File: config.mk
export PLATFORM = sky130hd
export DESIGN_NAME = spn96_core
export DESIGN_NICKNAME = d
export VERILOG_FILES = /design/src/rtl/spn96_pkg.sv /design/src/rtl/spn96_sbox.sv /design/src/rtl/spn96_round.sv /design/src/rtl/spn96_core.sv
export SDC_FILE = /design/constraint.sdc
export NUM_CORES = 1
export LEC_CHECK = 0
export ABC_AREA = 1
export BUFFER_PORTS_ARGS = -buffer_cell sky130_fd_sc_hd__clkbuf_2
export CORE_ASPECT_RATIO = 1.2
export CORE_MARGIN = 2
export CORE_UTILIZATION = 44
export CTS_CLUSTER_SIZE = 40
export DETAILED_ROUTE_END_ITERATION = 12
export GPL_ROUTABILITY_DRIVEN = 0
export PLACE_DENSITY = 0.65
export RECOVER_POWER = 50
export SYNTH_ARGS = -nofsm -noshare
export SYNTH_HDL_FRONTEND = slang
export SYNTH_SLANG_ARGS = --single-unit
File: constraint.sdc
create_clock -name clk -period 6.75 [get_ports clk]
set_clock_uncertainty 0.05 [all_clocks]
set_input_delay 0.675 -clock clk [delete_from_list [all_inputs] [get_ports clk]]
set_output_delay 0.675 -clock clk [all_outputs]
set_load 0.05 [all_outputs]
File: src/rtl/spn96_pkg.sv
package spn96_pkg;
  localparam int ROWS   = 3;
  localparam int COLS   = 4;
  localparam int NBYTES = ROWS * COLS;
  localparam int BLK_W  = 8 * NBYTES;

  // multiply by x modulo x^8+x^6+x^3+x^2+1
  function automatic logic [7:0] gf_dbl(input logic [7:0] a);
    return {a[6:0], 1'b0} ^ (a[7] ? 8'h4D : 8'h00);
  endfunction

  function automatic logic [3:0] nib_lut(input logic [63:0] tbl, input logic [3:0] idx);
    return tbl[4*idx +: 4];
  endfunction

  // column swap distance for each row of the permutation
  function automatic int row_swap(input int row);
    return (row == 0) ? 0 : ((row == 1) ? 1 : 2);
  endfunction
endpackage

File: src/rtl/spn96_sbox.sv
module spn96_sbox #(
  parameter logic [63:0] P_BOX = 64'h3FE054BCDA967821,
  parameter logic [63:0] Q_BOX = 64'h9E5D4C7A8B2F1036
) (
  input  logic [7:0] din,
  output logic [7:0] dout
);
  import spn96_pkg::*;

  logic [3:0] hi1, lo1, hi2, lo2, hi3, lo3;

  always_comb begin
    hi1  = nib_lut(P_BOX, din[7:4]);
    lo1  = nib_lut(Q_BOX, din[3:0]);
    hi2  = nib_lut(Q_BOX, {hi1[3:2], lo1[3:2]});
    lo2  = nib_lut(P_BOX, {hi1[1:0], lo1[1:0]});
    hi3  = nib_lut(P_BOX, {hi2[3:2], lo2[3:2]});
    lo3  = nib_lut(Q_BOX, {hi2[1:0], lo2[1:0]});
    dout = {hi3, lo3};
  end
endmodule

File: src/rtl/spn96_round.sv
module spn96_round #(
  parameter logic [63:0] P_BOX = 64'h3FE054BCDA967821,
  parameter logic [63:0] Q_BOX = 64'h9E5D4C7A8B2F1036
) (
  input  logic [spn96_pkg::BLK_W-1:0] st_in,
  input  logic [spn96_pkg::BLK_W-1:0] rkey,
  input  logic                        last,
  output logic [spn96_pkg::BLK_W-1:0] st_out
);
  import spn96_pkg::*;

  logic [BLK_W-1:0] sub_w, perm_w, mix_w;

  // substitution layer
  for (genvar b = 0; b < NBYTES; b++) begin : g_sub
    spn96_sbox #(.P_BOX(P_BOX), .Q_BOX(Q_BOX)) sbox_i (
      .din  (st_in[8*b +: 8]),
      .dout (sub_w[8*b +: 8])
    );
  end

  // in-row swaps; element (i,j) at byte i+3j
  for (genvar i = 0; i < ROWS; i++) begin : g_prow
    for (genvar j = 0; j < COLS; j++) begin : g_pcol
      localparam int SRC_J = j ^ row_swap(i);
      assign perm_w[8*(i+ROWS*j) +: 8] = sub_w[8*(i+ROWS*SRC_J) +: 8];
    end
  end

  // column mixing through a shared parity byte
  for (genvar j = 0; j < COLS; j++) begin : g_mix
    logic [7:0] b0, b1, b2, par, d1, d2;
    always_comb begin
      b0  = perm_w[8*(ROWS*j)     +: 8];
      b1  = perm_w[8*(ROWS*j + 1) +: 8];
      b2  = perm_w[8*(ROWS*j + 2) +: 8];
      par = b0 ^ b1 ^ b2;
      d1  = gf_dbl(par);
      d2  = gf_dbl(d1);
    end
    assign mix_w[8*(ROWS*j)     +: 8] = b0 ^ d1;
    assign mix_w[8*(ROWS*j + 1) +: 8] = b1 ^ d2;
    assign mix_w[8*(ROWS*j + 2) +: 8] = b2 ^ d1 ^ d2;
  end

  assign st_out = (last ? perm_w : mix_w) ^ rkey;
endmodule

File: src/rtl/spn96_core.sv
module spn96_core #(
  parameter int          ROUNDS = 10,
  parameter logic [63:0] P_BOX  = 64'h3FE054BCDA967821,
  parameter logic [63:0] Q_BOX  = 64'h9E5D4C7A8B2F1036,
  localparam int         CNT_W  = $clog2(ROUNDS + 1)
) (
  input  logic             clk,
  input  logic             rst,
  input  logic             start,
  input  logic [95:0]      blk_in,
  input  logic [95:0]      subkey,
  output logic [CNT_W-1:0] key_sel,
  output logic             busy,
  output logic             done,
  output logic [95:0]      blk_out
);
  import spn96_pkg::*;

  logic [BLK_W-1:0] st_q, rnd_out, out_q;
  logic [CNT_W-1:0] rnd_q;
  logic             busy_q, done_q, last_w;

  assign last_w = (rnd_q == CNT_W'(ROUNDS));

  spn96_round #(.P_BOX(P_BOX), .Q_BOX(Q_BOX)) round_i (
    .st_in  (st_q),
    .rkey   (subkey),
    .last   (last_w),
    .st_out (rnd_out)
  );

  always_ff @(posedge clk) begin
    if (rst) begin
      st_q   <= '0;
      out_q  <= '0;
      rnd_q  <= '0;
      busy_q <= 1'b0;
      done_q <= 1'b0;
    end else begin
      done_q <= 1'b0;
      if (!busy_q) begin
        if (start) begin
          st_q   <= blk_in ^ subkey;
          rnd_q  <= CNT_W'(1);
          busy_q <= 1'b1;
        end
      end else begin
        st_q <= rnd_out;
        if (last_w) begin
          out_q  <= rnd_out;
          rnd_q  <= '0;
          busy_q <= 1'b0;
          done_q <= 1'b1;
        end else begin
          rnd_q <= rnd_q + CNT_W'(1);
        end
      end
    end
  end

  assign key_sel = rnd_q;
  assign busy    = busy_q;
  assign done    = done_q;
  assign blk_out = out_q;

  // an accepted strobe starts the count at one
  p_launch_r8: assert property (@(posedge clk) disable iff (rst)
    (!busy && start) |=> (busy && key_sel == CNT_W'(1)));

  // mid-run cycles advance by exactly one regardless of start
  p_round_step_r10: assert property (@(posedge clk) disable iff (rst)
    (busy && key_sel != CNT_W'(ROUNDS)) |=> (busy && key_sel == $past(key_sel) + CNT_W'(1)));

  // completion pulse is one cycle wide
  p_done_pulse_r9: assert property (@(posedge clk) disable iff (rst)
    done |=> !done);

  // never busy while signalling completion
  p_done_idle_r9: assert property (@(posedge clk) disable iff (rst)
    done |-> !busy);

  // output moves only with a completion pulse
  p_out_hold_r11: assert property (@(posedge clk) disable iff (rst)
    !done |-> $stable(blk_out));
endmodule

* Yosys cells after proc, flatten, opt, wreduce, memory -nomap -nowiden
Cells that the tools add are included.
** Word-level totals
- Register bits :: 198
- Input port bits :: 195
- Output and inout port bits :: 102
- Word-level logic and storage cells :: 135
** Cells by class
- $add $sub $neg :: 1
- Eq/ne operators :: 1
- Shift-type cells :: 72
- Multiplexer cells :: 18
- Bitwise gates (word level) :: 35
- Reduce and logical (&&, ||, !) cells :: 3
** Operators by type and width (number)
- 64-bit by 7-bit variable part select with 4-bit output, first input constant :: 72
- 96-bit two-way mux :: 3
- 8-bit bitwise XOR :: 32
- 96-bit bitwise XOR :: 2
- 7-bit two-way mux :: 8
- 4-bit two-way mux :: 3
- 4-bit by 1-bit adder with 4-bit output, second input constant :: 1
- 4-bit equality test, second input constant :: 1
- 1-bit two-way mux :: 4
- 2-bit AND reduction :: 1
- 2-bit nonzero test :: 1
- 2-bit OR reduction :: 1
- 1-bit inverter :: 1

* Longest topological paths before layout
Gate-level depths: netlist (run 1).
- Word-level depth :: 13
- Mapped depth :: 33
- Gate-level depth less buffers :: 33

* Modules after synthesis
Synthesis (run 1) repeated with hierarchy kept, for this count alone.
** Unflattened totals
- Cells, all modules :: 3677
- Area, all modules :: 22879.4 um^2
** By module, submodules not included
- spn96_sbox :: times used 12, cells each 170, area each 899.6 um^2, seq. area each 0.0 um^2
- spn96_core :: times used 1, cells each 979, area each 8164.1 um^2, seq. area each 3963.8 um^2
- spn96_round :: times used 1, cells each 658, area each 3920.0 um^2, seq. area each 0.0 um^2

* Least setup slack after synthesis (run 1)
OpenSTA, ideal clock, no wires.
- Path kind :: reg2reg
- Start point :: reg st_q[8]
- End point :: reg st_q[38]
- Setup time :: 0.109 ns
- Arrival time :: 3.512 ns
- Required time :: 6.591 ns
- Setup slack :: 3.079 ns
- Stages on the path, launching flop included :: 28
- Buffers on the path :: 0
- Clock period less this slack :: 3.671 ns
- Cell sequence :: dfxtp_1 > inv_2 > ha_1 > or2_2 > nand2_1 > inv_1 > ha_1 > inv_1 > nand2_1 > nand2_1 > inv_1 > nand2_1 > nand2_1 > ha_1 > nand3b_1 > nand2_1 > nand2_1 > nand2_1 > inv_1 > nand2_1 > nand3_1 > nand2_1 > xor2_1 > nand2_1 > xor2_1 > o211ai_2 > nand2_1 > inv_1
** On the way
- Word-level cells in the longest chain between the ends :: 12
- Elaborated cells on any way between the ends :: 13
- Classes of those cells :: 4 x shift; 3 x mux; 6 x bitwise
** RTL lines
- from (decl) :: RTL line spn96_core.sv:19 : logic [BLK_W-1:0] st_q, rnd_out, out_q;
- from (signal assigned) :: RTL line spn96_core.sv:43 : st_q <= blk_in ^ subkey;
- from (signal assigned) :: RTL line spn96_core.sv:48 : st_q <= rnd_out;
- 64-bit by 7-bit variable part select with 4-bit output (*) :: RTL line spn96_pkg.sv:13 : return tbl[4*idx +: 4];
- 64-bit by 7-bit variable part select with 4-bit output :: RTL line spn96_pkg.sv:13
- 64-bit by 7-bit variable part select with 4-bit output (*) :: RTL line spn96_pkg.sv:13
- 8-bit bitwise XOR (2 in a row) :: RTL line spn96_round.sv:37 : par = b0 ^ b1 ^ b2;
- 8-bit bitwise XOR :: RTL line spn96_pkg.sv:9 : return {a[6:0], 1'b0} ^ (a[7] ? 8'h4D : 8'h00);
- 7-bit two-way mux :: RTL line spn96_pkg.sv:9
- 8-bit bitwise XOR :: RTL line spn96_pkg.sv:9
- 8-bit bitwise XOR :: RTL line spn96_round.sv:42 : assign mix_w[8*(ROWS*j + 1) +: 8] = b1 ^ d2;
- 96-bit two-way mux (*) :: RTL line spn96_round.sv:46 : assign st_out = (last ? perm_w : mix_w) ^ rkey;
- 96-bit bitwise XOR (*) :: RTL line spn96_round.sv:46
- 96-bit two-way mux (*) :: RTL line spn96_core.sv:41 : if (!busy_q) begin
Every way passes the cells marked *; elsewhere a longest branch is shown, timed or not.
A chain may end at the register's enable or synchronous reset.

* Final worst setup path (run 1)
- Start point :: reg busy_q, in the netlist busy
- End point :: reg out_q[8], in the netlist blk_out[8]
** On the way
- Word-level cells in the longest chain between the ends :: 1
** RTL lines
- from (decl) :: RTL line spn96_core.sv:21 : logic busy_q, done_q, last_w;
- from (signal assigned) :: RTL line spn96_core.sv:37 : busy_q <= 1'b0;
- from (signal assigned) :: RTL line spn96_core.sv:45 : busy_q <= 1'b1;
- from (signal assigned) :: RTL line spn96_core.sv:52 : busy_q <= 1'b0;
- 2-bit AND reduction (no source line)
- to (signal assigned) :: RTL line spn96_core.sv:50 : out_q <= rnd_out;
- to (decl) :: RTL line spn96_core.sv:19
Every way passes these cells.

==> impl_results.rst, run 1 <==
.. list-table::
   :header-rows: 1

   * - Metric
     - Value
   * - Status
     - complete, but fails checks
   * - Violated checks
     - max-capacitance violations, max-slew violations
   * - Period utilisation layout
     - 0.6831
   * - Minimum clock period after layout
     - approximately 4.6 ns
   * - Layout Nets
     - approximately 4500
   * - Root buffer cell
     - sky130_fd_sc_hd__clkbuf_16
   * - Count of final setup violators
     - 0
   * - Cells after Synth
     - a little under 4000
   * - DR WL/cell
     - roughly 16 um
   * - Worst-case register-to-register setup slack
     - roughly 2.1 ns
   * - Synthesis-to-finish area growth
     - 10.96%
   * - Clock sink count
     - around 200
   * - Worst R2R Start
     - busy$_SDFF_PP0_
   * - Post-DP HPWL
     - between 60000 and 70000 um
   * - Area after detailed placement
     - 25110 um2
   * - Largest net degree at the start of global routing
     - 79
   * - Hold Path Stages
     - 4
   * - Via density per instance
     - around 5.2
   * - Clock tree from TritonCTS
     - done
   * - Number of cells on the worst reg-to-reg path
     - 6
   * - Total number of yosys warnings
     - 0
   * - Number of global-route vias before repair
     - about 23000
   * - Nets in the synthesized netlist
     - around 4200
   * - Number of top-level pins
     - 297
   * - Cell taking the most area after synthesis
     - sky130_fd_sc_hd__nand2_1
   * - Fillers
     - 5585
   * - Clk_lat worst skew
     - 0.52 ns
   * - Number of clock buffers inserted by TritonCTS
     - 17
   * - Class of the tightest hold or removal check
     - primary input to register
   * - Port Buffers
     - approximately 300
   * - Total number of placement rows
     - slightly above 90
   * - Initial antenna violation count
     - 1
   * - CP startpoint kind
     - register
   * - Worst Hold Path EP
     - st_q[54]$_SDFFE_PP0P_
   * - Clk buf depth
     - 2
   * - Kind of capture point of the worst setup path
     - register
   * - First-iteration detailed-routing DRC count
     - ~1800
   * - Total wirelength of the detailed-routed design
     - 78100 um
   * - Rel. slew slack
     - -0.3496
   * - Maximum fanout along the worst path
     - a little under 80
   * - Flop and latch count out of synthesis
     - slightly below 200
   * - Die height
     - between 200 and 300 um
   * - # Max-Cap Violations
     - 3
   * - Worst reg2reg path endpoint
     - blk_out[8]$_SDFFE_PP0P_
   * - Final-layout worst hold slack
     - 0.4260 ns
   * - Detailed-route via count
     - roughly 25000
   * - Portion of the post-synthesis area used by sequential elements
     - 0.1721
   * - Mean cell area of the mapped netlist
     - between 5 and 6 um2
   * - Global-route wire length before repair
     - 119700 um
   * - CP Class
     - register to register
   * - Area of the die
     - 54190 um2
   * - Die W
     - between 200 and 250 um
   * - Final design instance area without fill
     - between 20000 and 30000 um2
   * - Number of hold violations in the final report
     - 0
   * - Number of pins with negative max-slew slack in the final report
     - 200
   * - Layout cell share with drive strength beyond 1
     - 0.1435
   * - Post CTS Setup Buffer Count
     - 0
   * - Area fraction of the dominant cell type after synthesis
     - 0.2409
   * - Clock-pin slew reported for the worst setup and hold paths after clock tree synthesis
     - 0.09 ns
   * - Starting density of the core
     - 0.4464
   * - ANT nets after route
     - 0
   * - Hold-fix buffers at CTS
     - 0
   * - Post-detailed-route DRC marker count
     - 0
   * - Hold path startpoint
     - blk_in[54]
   * - Number of unique standard cell types used by synthesis
     - 52
   * - CTS HTree Levels
     - 4
   * - Number of gates resized after CTS
     - 0
   * - 1st-pass router iterations
     - 6
   * - Overall global routing resource usage
     - 0.2837
   * - Top achievable clock speed
     - ~220 MHz
   * - Total Negative Setup Slacks
     - 0 ns
   * - CP Data Required Time
     - just over 7 ns
   * - Post-synthesis instance area
     - roughly 23000 um2
   * - Biggest area contributors in the synthesized netlist
     - sky130_fd_sc_hd__nand2_1 24%, sky130_fd_sc_hd__dfxtp_1 17%, sky130_fd_sc_hd__nand3_1 9.2%
   * - GRT Residual Overflow
     - 0
   * - Core Footprint
     - a little over 50000 um2
   * - Setup repair after global routing missed its margin
     - false
   * - Arrival time at the worst endpoint
     - roughly 5 ns
   * - Pin slew with the least headroom to its limit
     - about 2.0 ns
flip-flops by register name (all words and copies together) (netlist names):
signal	count
key_sel	4
busy	1
done	1
st_q	96
blk_out	96
cell type report:
cell class / instances / area, um2 / area share
Multi-Input combinational cell: 3212 / 17050 / 0.6674
Clock inverter: 12 / 116.4 / 0.004554
Inverter: 431 / 1625 / 0.06361
Timing Repair Buffer: 309 / 1450 / 0.05676
Sequential cell: 198 / 3968 / 0.1553
Tap cell: 697 / 872.1 / 0.03413
Clock buffer: 19 / 464.2 / 0.01817
Antenna cell: 1 / 2.502 / 0.00009794
layer usage:
metal,vias to the layer above,track usage,wire length [um]
li1,13120,-,-
met1,11530,0.3395,33320
met2,682,0.4966,37260
met3,142,0.03854,3884
met4,0,0.1391,3641
met5,-,0,0
cell usage after synthesis, drive strengths merged:
library cell  instances
nand2              1604
nand3               451
inv                 428
o21ai               356
dfxtp               198
a21oi               142
xor2                141
xnor2               138
nor2                126
ha                  108
clkbuf               68
o211ai               54
buf                  31
a31oi                15
nand4                14
a221oi               12
nand3b               12
o21bai               11
o22ai                10
or2                   8
clkinv                3
a22oi                 2
a211oi                1
and2                  1
mux2i                 1
nand2b                1
nor3                  1
nor3b                 1
o21a                  1
o221ai                1
cells in the final DEF (no fill, tap or decap), drive strengths merged, types with 2 or more instances in the layout:
cell	n
dfxtp	198
nor2	126
xor2	141
a31oi	15
nand2	1604
inv	432
nand3	451
o21ai	356
o21bai	11
a22oi	2
or2	8
buf	12
ha	108
clkinvlp	5
nand3b	12
clkinv	5
xnor2	138
clkbuf	316
nand4	14
o22ai	10
a221oi	12
a21oi	142
o211ai	54
worst max-delay path: stages, from the launching register on:
cell	delay (ns)
sky130_fd_sc_hd__dfxtp_4	0.59
sky130_fd_sc_hd__clkinvlp_2	1.38
sky130_fd_sc_hd__nor2_1	0.53
sky130_fd_sc_hd__clkbuf_2	1.35
sky130_fd_sc_hd__o21ai_0	0.24
sky130_fd_sc_hd__o21bai_1	0.24
sky130_fd_sc_hd__inv_1	0.09
how the worst max path moves through the flow:
stage	from	endpoint	slack, ns	depth (start not counted)
2_1_floorplan	st_q[8]$_SDFFE_PP0P_	st_q[38]$_SDFFE_PP0P_	3.08	27
3_3_place_gp	st_q[8]$_SDFFE_PP0P_	st_q[47]$_SDFFE_PP0P_	2.69	30
3_5_place_dp	st_q[8]$_SDFFE_PP0P_	st_q[47]$_SDFFE_PP0P_	2.64	30
4_1_cts	st_q[8]$_SDFFE_PP0P_	st_q[47]$_SDFFE_PP0P_	2.62	30
5_1_grt	busy$_SDFF_PP0_	blk_out[7]$_SDFFE_PP0P_	1.70	6
6_report	busy$_SDFF_PP0_	blk_out[8]$_SDFFE_PP0P_	2.14	6
metrics by stage:
stage	std cells	setup slack, ns	util
floorplan	3940	3.079	-
global placement	4847	2.693	0.4867
detailed placement	4847	2.638	0.4867
CTS	4878	2.621	0.4980
global route	4879	1.703	0.4954
finish	4879	2.139	0.4954
logic make-up (layout without fill, tap and decap cells):
kind of cell    Yosys count  count (layout)  share of synthesized area
compound gates          605             605                     0.1551
flops                   198             198                     0.1721
xor+xnor                279             279                     0.1084
fa+ha+maj               108             108                    0.05869
mux                       1               1                  0.0004347
simple gates           2219            2219                     0.4173
other cells               0               1                          0
buf+inv                 530             771                    0.08797
Power of run 1 is not shown: default switching activity piles up to over one toggle a cycle in this logic, so the estimate is an artifact.
==> run 2: changes to the inputs <==
--- a/config.mk
+++ b/config.mk
@@ -5,7 +5,7 @@
 export SDC_FILE = /design/constraint.sdc
 export NUM_CORES = 1
 export LEC_CHECK = 0
-export ABC_AREA = 1
+export ABC_AREA = 0
 export BUFFER_PORTS_ARGS = -buffer_cell sky130_fd_sc_hd__clkbuf_2
 export CORE_ASPECT_RATIO = 1.2
 export CORE_MARGIN = 2
@@ -13,7 +13,7 @@
 export CTS_CLUSTER_SIZE = 40
 export DETAILED_ROUTE_END_ITERATION = 12
 export GPL_ROUTABILITY_DRIVEN = 0
-export PLACE_DENSITY = 0.65
+export PLACE_DENSITY = 0.68
 export RECOVER_POWER = 50
 export SYNTH_ARGS = -nofsm -noshare
 export SYNTH_HDL_FRONTEND = slang
==> constraint.sdc (replaced) <==
create_clock -name clk -period 4 [get_ports clk]
set_clock_uncertainty 0.05 [all_clocks]
set_input_delay 0.4 -clock clk [delete_from_list [all_inputs] [get_ports clk]]
set_output_delay 0.4 -clock clk [all_outputs]
set_load 0.05 [all_outputs]
==> impl_results.rst, run 2 <==
.. list-table::
   :header-rows: 1

   * - Metric
     - Value
   * - Status
     - complete, but fails checks
   * - Violated checks
     - negative setup slack
   * - Die height
     - roughly 260 um
   * - Post-synthesis instance area
     - 23840 um2
   * - Total wirelength of the detailed-routed design
     - between 80000 and 90000 um
   * - CTS HTree Levels
     - 4
   * - Initial antenna violation count
     - 2
   * - Setup repair after global routing missed its margin
     - true
   * - Clock sink count
     - a little under 200
   * - Clock-pin slew reported for the worst setup and hold paths after clock tree synthesis
     - around 0.090 ns
   * - Area fraction of the dominant cell type after synthesis
     - 0.1663
   * - Class of the tightest hold or removal check
     - primary input to register
   * - Most used standard cells in the synthesized netlist
     - 316 x sky130_fd_sc_hd__nor2_1, 273 x sky130_fd_sc_hd__nand2_1, 248 x sky130_fd_sc_hd__xnor2_1, 198 x sky130_fd_sc_hd__dfxtp_1, 168 x sky130_fd_sc_hd__a21oi_1
   * - Number of pins with negative max-slew slack in the final report
     - 0
   * - Port Buffers
     - between 200 and 300
   * - Number of top-level pins
     - roughly 300
   * - Root buffer cell
     - sky130_fd_sc_hd__clkbuf_16
   * - Detailed-route via count
     - roughly 26000
   * - Top achievable clock speed
     - 239.7 MHz
   * - Cells after Synth
     - ~3100
   * - EDFF count, synth
     - 0
   * - Number of hold violations in the final report
     - 0
   * - CP Data Required Time
     - roughly 4.4 ns
   * - Min setup slack post-route
     - -0.1718 ns
   * - Period utilisation layout
     - 1.043
   * - Kind of capture point of the worst setup path
     - register
   * - Worst-case register-to-register setup slack
     - -0.17 ns
   * - Biggest area contributors in the synthesized netlist
     - sky130_fd_sc_hd__dfxtp_1 17%, sky130_fd_sc_hd__xnor2_1 9.1%, sky130_fd_sc_hd__ha_1 5.7%
   * - Layout Nets
     - 4061
   * - Clk_lat worst skew
     - 0.53 ns
   * - Number of cells on the worst reg-to-reg path
     - 22
   * - 1st-pass router iterations
     - 5
   * - Total number of yosys warnings
     - 0
   * - Arrival time at the worst endpoint
     - ~4.6 ns
   * - Worst setup path end
     - st_q[42]$_SDFFE_PP0P_
   * - Clk buf depth
     - 2
   * - Most common cell after layout, fill and taps aside
     - sky130_fd_sc_hd__buf_4
   * - ANT nets after route
     - 0
   * - Clock tree from TritonCTS
     - done
   * - Starting density of the core
     - 0.4444
   * - Async S/R FF share, synth
     - 0
   * - Largest net degree at the start of global routing
     - 114
   * - Number of clock buffers inserted by TritonCTS
     - 17
   * - CP Class
     - register to register
   * - Mean cell area of the mapped netlist
     - a little under 8 um2
   * - Worst R2R Start
     - st_q[10]$_SDFFE_PP0P_
   * - Post-DP HPWL
     - roughly 65000 um
   * - Diodes inserted
     - 0
   * - Highest-count cells in the layout ignoring fill and taps
     - 546 x sky130_fd_sc_hd__buf_4, 302 x sky130_fd_sc_hd__nor2_1, 257 x sky130_fd_sc_hd__nand2_1
   * - Number of unique standard cell types used by synthesis
     - roughly 130
   * - Global-route wire length before repair
     - approximately 130000 um
   * - Most instantiated flip-flop cell in the synthesis netlist
     - sky130_fd_sc_hd__dfxtp_1
   * - Maximum fanout along the worst path
     - 5
   * - CP Launch Point
     - st_q[10]$_SDFFE_PP0P_
   * - Flop and latch count out of synthesis
     - approximately 200
   * - # Max-Cap Violations
     - 0
   * - Die W
     - about 220 um
   * - Via density per instance
     - between 5 and 6
   * - Fillers
     - 4766
   * - Hold path startpoint
     - subkey[55]
   * - Post-detailed-route DRC marker count
     - 0
   * - Total number of placement rows
     - between 90 and 100
   * - Count of final setup violators
     - 34
   * - Worst reg2reg path endpoint
     - st_q[42]$_SDFFE_PP0P_
   * - Layout cell share with drive strength beyond 1
     - 0.3360
   * - Rel. slew slack
     - 0.06576
   * - Portion of the post-synthesis area used by sequential elements
     - 0.1663
   * - Synthesis-to-finish area growth
     - 34.58%
   * - DR WL/cell
     - 19.11 um
   * - Nets in the synthesized netlist
     - about 3400
   * - Pin slew with the least headroom to its limit
     - around 1.4 ns
   * - CP startpoint kind
     - register
   * - Cell with the most instances after synthesis
     - sky130_fd_sc_hd__nor2_1
   * - Cell taking the most area after synthesis
     - sky130_fd_sc_hd__dfxtp_1
   * - GRT Residual Overflow
     - 0
   * - Hold-fix buffers at CTS
     - 0
   * - Placement-stage worst setup slack
     - -0.3197 ns
   * - Minimum clock period after layout
     - 4.172 ns
   * - Number of global-route vias before repair
     - roughly 24000
   * - First-iteration detailed-routing DRC count
     - approximately 2200
   * - Core Footprint
     - roughly 54000 um2
   * - Overall global routing resource usage
     - 0.2909
   * - Area of the die
     - between 50000 and 60000 um2
## run 2: cell count changes after synthesis, moves of 58 or more
cell and change:
sky130_fd_sc_hd__a211oi_1 +121, sky130_fd_sc_hd__inv_1 -212, sky130_fd_sc_hd__inv_2 -98, sky130_fd_sc_hd__mux2i_1 +66, sky130_fd_sc_hd__nand2_1 -1205, sky130_fd_sc_hd__nand2_2 -116, sky130_fd_sc_hd__nand3_1 -377, sky130_fd_sc_hd__nor2_1 +210
sky130_fd_sc_hd__nor3_1 +58, sky130_fd_sc_hd__o21ai_0 -107, sky130_fd_sc_hd__xnor2_1 +114
## run 2: cells by family (layout without fill, tap and decap cells)
kind of cell,after synthesis,in the layout,share of synthesized area
fa+ha+maj,108,108,0.05668
buf+inv,316,1020,0.05647
simple gates,1002,1002,0.2044
xor+xnor,391,391,0.1739
flops,198,198,0.1663
compound gates,950,950,0.2948
mux,102,102,0.04739
## run 2: what timing repair did
action                     in CTS  in global routing
gates resized for setup        78                251
setup endpoints to repair      64                 92
pin swaps                      56                122
buffers inserted               33                 47
## run 2: layout make-up
type / instances / area, um2 / share of cell area
Clock inverter: 14 / 137.6 / 0.004290
Inverter: 118 / 445.4 / 0.01388
Tap cell: 712 / 890.9 / 0.02777
Timing Repair Buffer: 870 / 5802 / 0.1808
Clock buffer: 18 / 429.2 / 0.01338
Sequential cell: 198 / 4038 / 0.1258
Multi-Input combinational cell: 2553 / 20340 / 0.6340
## run 2: through the flow
step                cells  hold WS [ns]  cell area, um2    util  TNS [ns]
floorplan            3067        0.5012           24310       -   -0.6682
global placement     4375        0.3918           29560  0.5511    -4.574
detailed placement   4375        0.3982           29560  0.5511    -7.061
CTS                  4439        0.1235           30690  0.5722   -0.6451
global route         4483        0.1867           32080  0.5981    -10.52
finish               4483        0.1696           32080  0.5981    -2.112
## run 2: worst min-delay path by stage
stage | to | cells past startpoint | slack [ns]
floorplan | st_q[37]$_SDFFE_PP0P_ | 2 | 0.50
global placement | blk_out[92]$_SDFFE_PP0P_ | 2 | 0.39
detailed placement | blk_out[46]$_SDFFE_PP0P_ | 2 | 0.40
CTS | st_q[48]$_SDFFE_PP0P_ | 3 | 0.12
global route | blk_out[55]$_SDFFE_PP0P_ | 3 | 0.19
finish | st_q[55]$_SDFFE_PP0P_ | 3 | 0.17
## run 2: critical path, cell delays in order (launching register included)
cell	delay, ns
sky130_fd_sc_hd__dfxtp_2	0.35
sky130_fd_sc_hd__buf_6	0.12
sky130_fd_sc_hd__nand2b_4	0.12
sky130_fd_sc_hd__o211ai_1	0.13
sky130_fd_sc_hd__nand2_2	0.15
sky130_fd_sc_hd__ha_4	0.18
sky130_fd_sc_hd__or3_4	0.38
sky130_fd_sc_hd__a21oi_4	0.14
sky130_fd_sc_hd__a21oi_2	0.06
sky130_fd_sc_hd__inv_2	0.10
sky130_fd_sc_hd__ha_4	0.14
sky130_fd_sc_hd__buf_4	0.10
sky130_fd_sc_hd__buf_4	0.09
sky130_fd_sc_hd__nand2_1	0.04
sky130_fd_sc_hd__nand2_1	0.08
sky130_fd_sc_hd__a21oi_2	0.06
sky130_fd_sc_hd__a221o_2	0.43
sky130_fd_sc_hd__xnor2_4	0.18
sky130_fd_sc_hd__xnor2_4	0.29
sky130_fd_sc_hd__xor2_2	0.20
sky130_fd_sc_hd__xnor3_1	0.25
sky130_fd_sc_hd__o21a_1	0.18
sky130_fd_sc_hd__o32ai_1	0.25
## run 2: metal layers
| layer | up-vias | global-route usage | wire length [um] |
|---|---|---|---|
| met3 | 198 | 0.04300 | 5284 |
| met4 | 2 | 0.1535 | 4673 |
| met1 | 12190 | 0.3547 | 34880 |
| met2 | 980 | 0.4948 | 40800 |
| met5 | - | 0 | 11 |
| li1 | 12550 | - | - |
Power of run 2 is left out for the same reason.
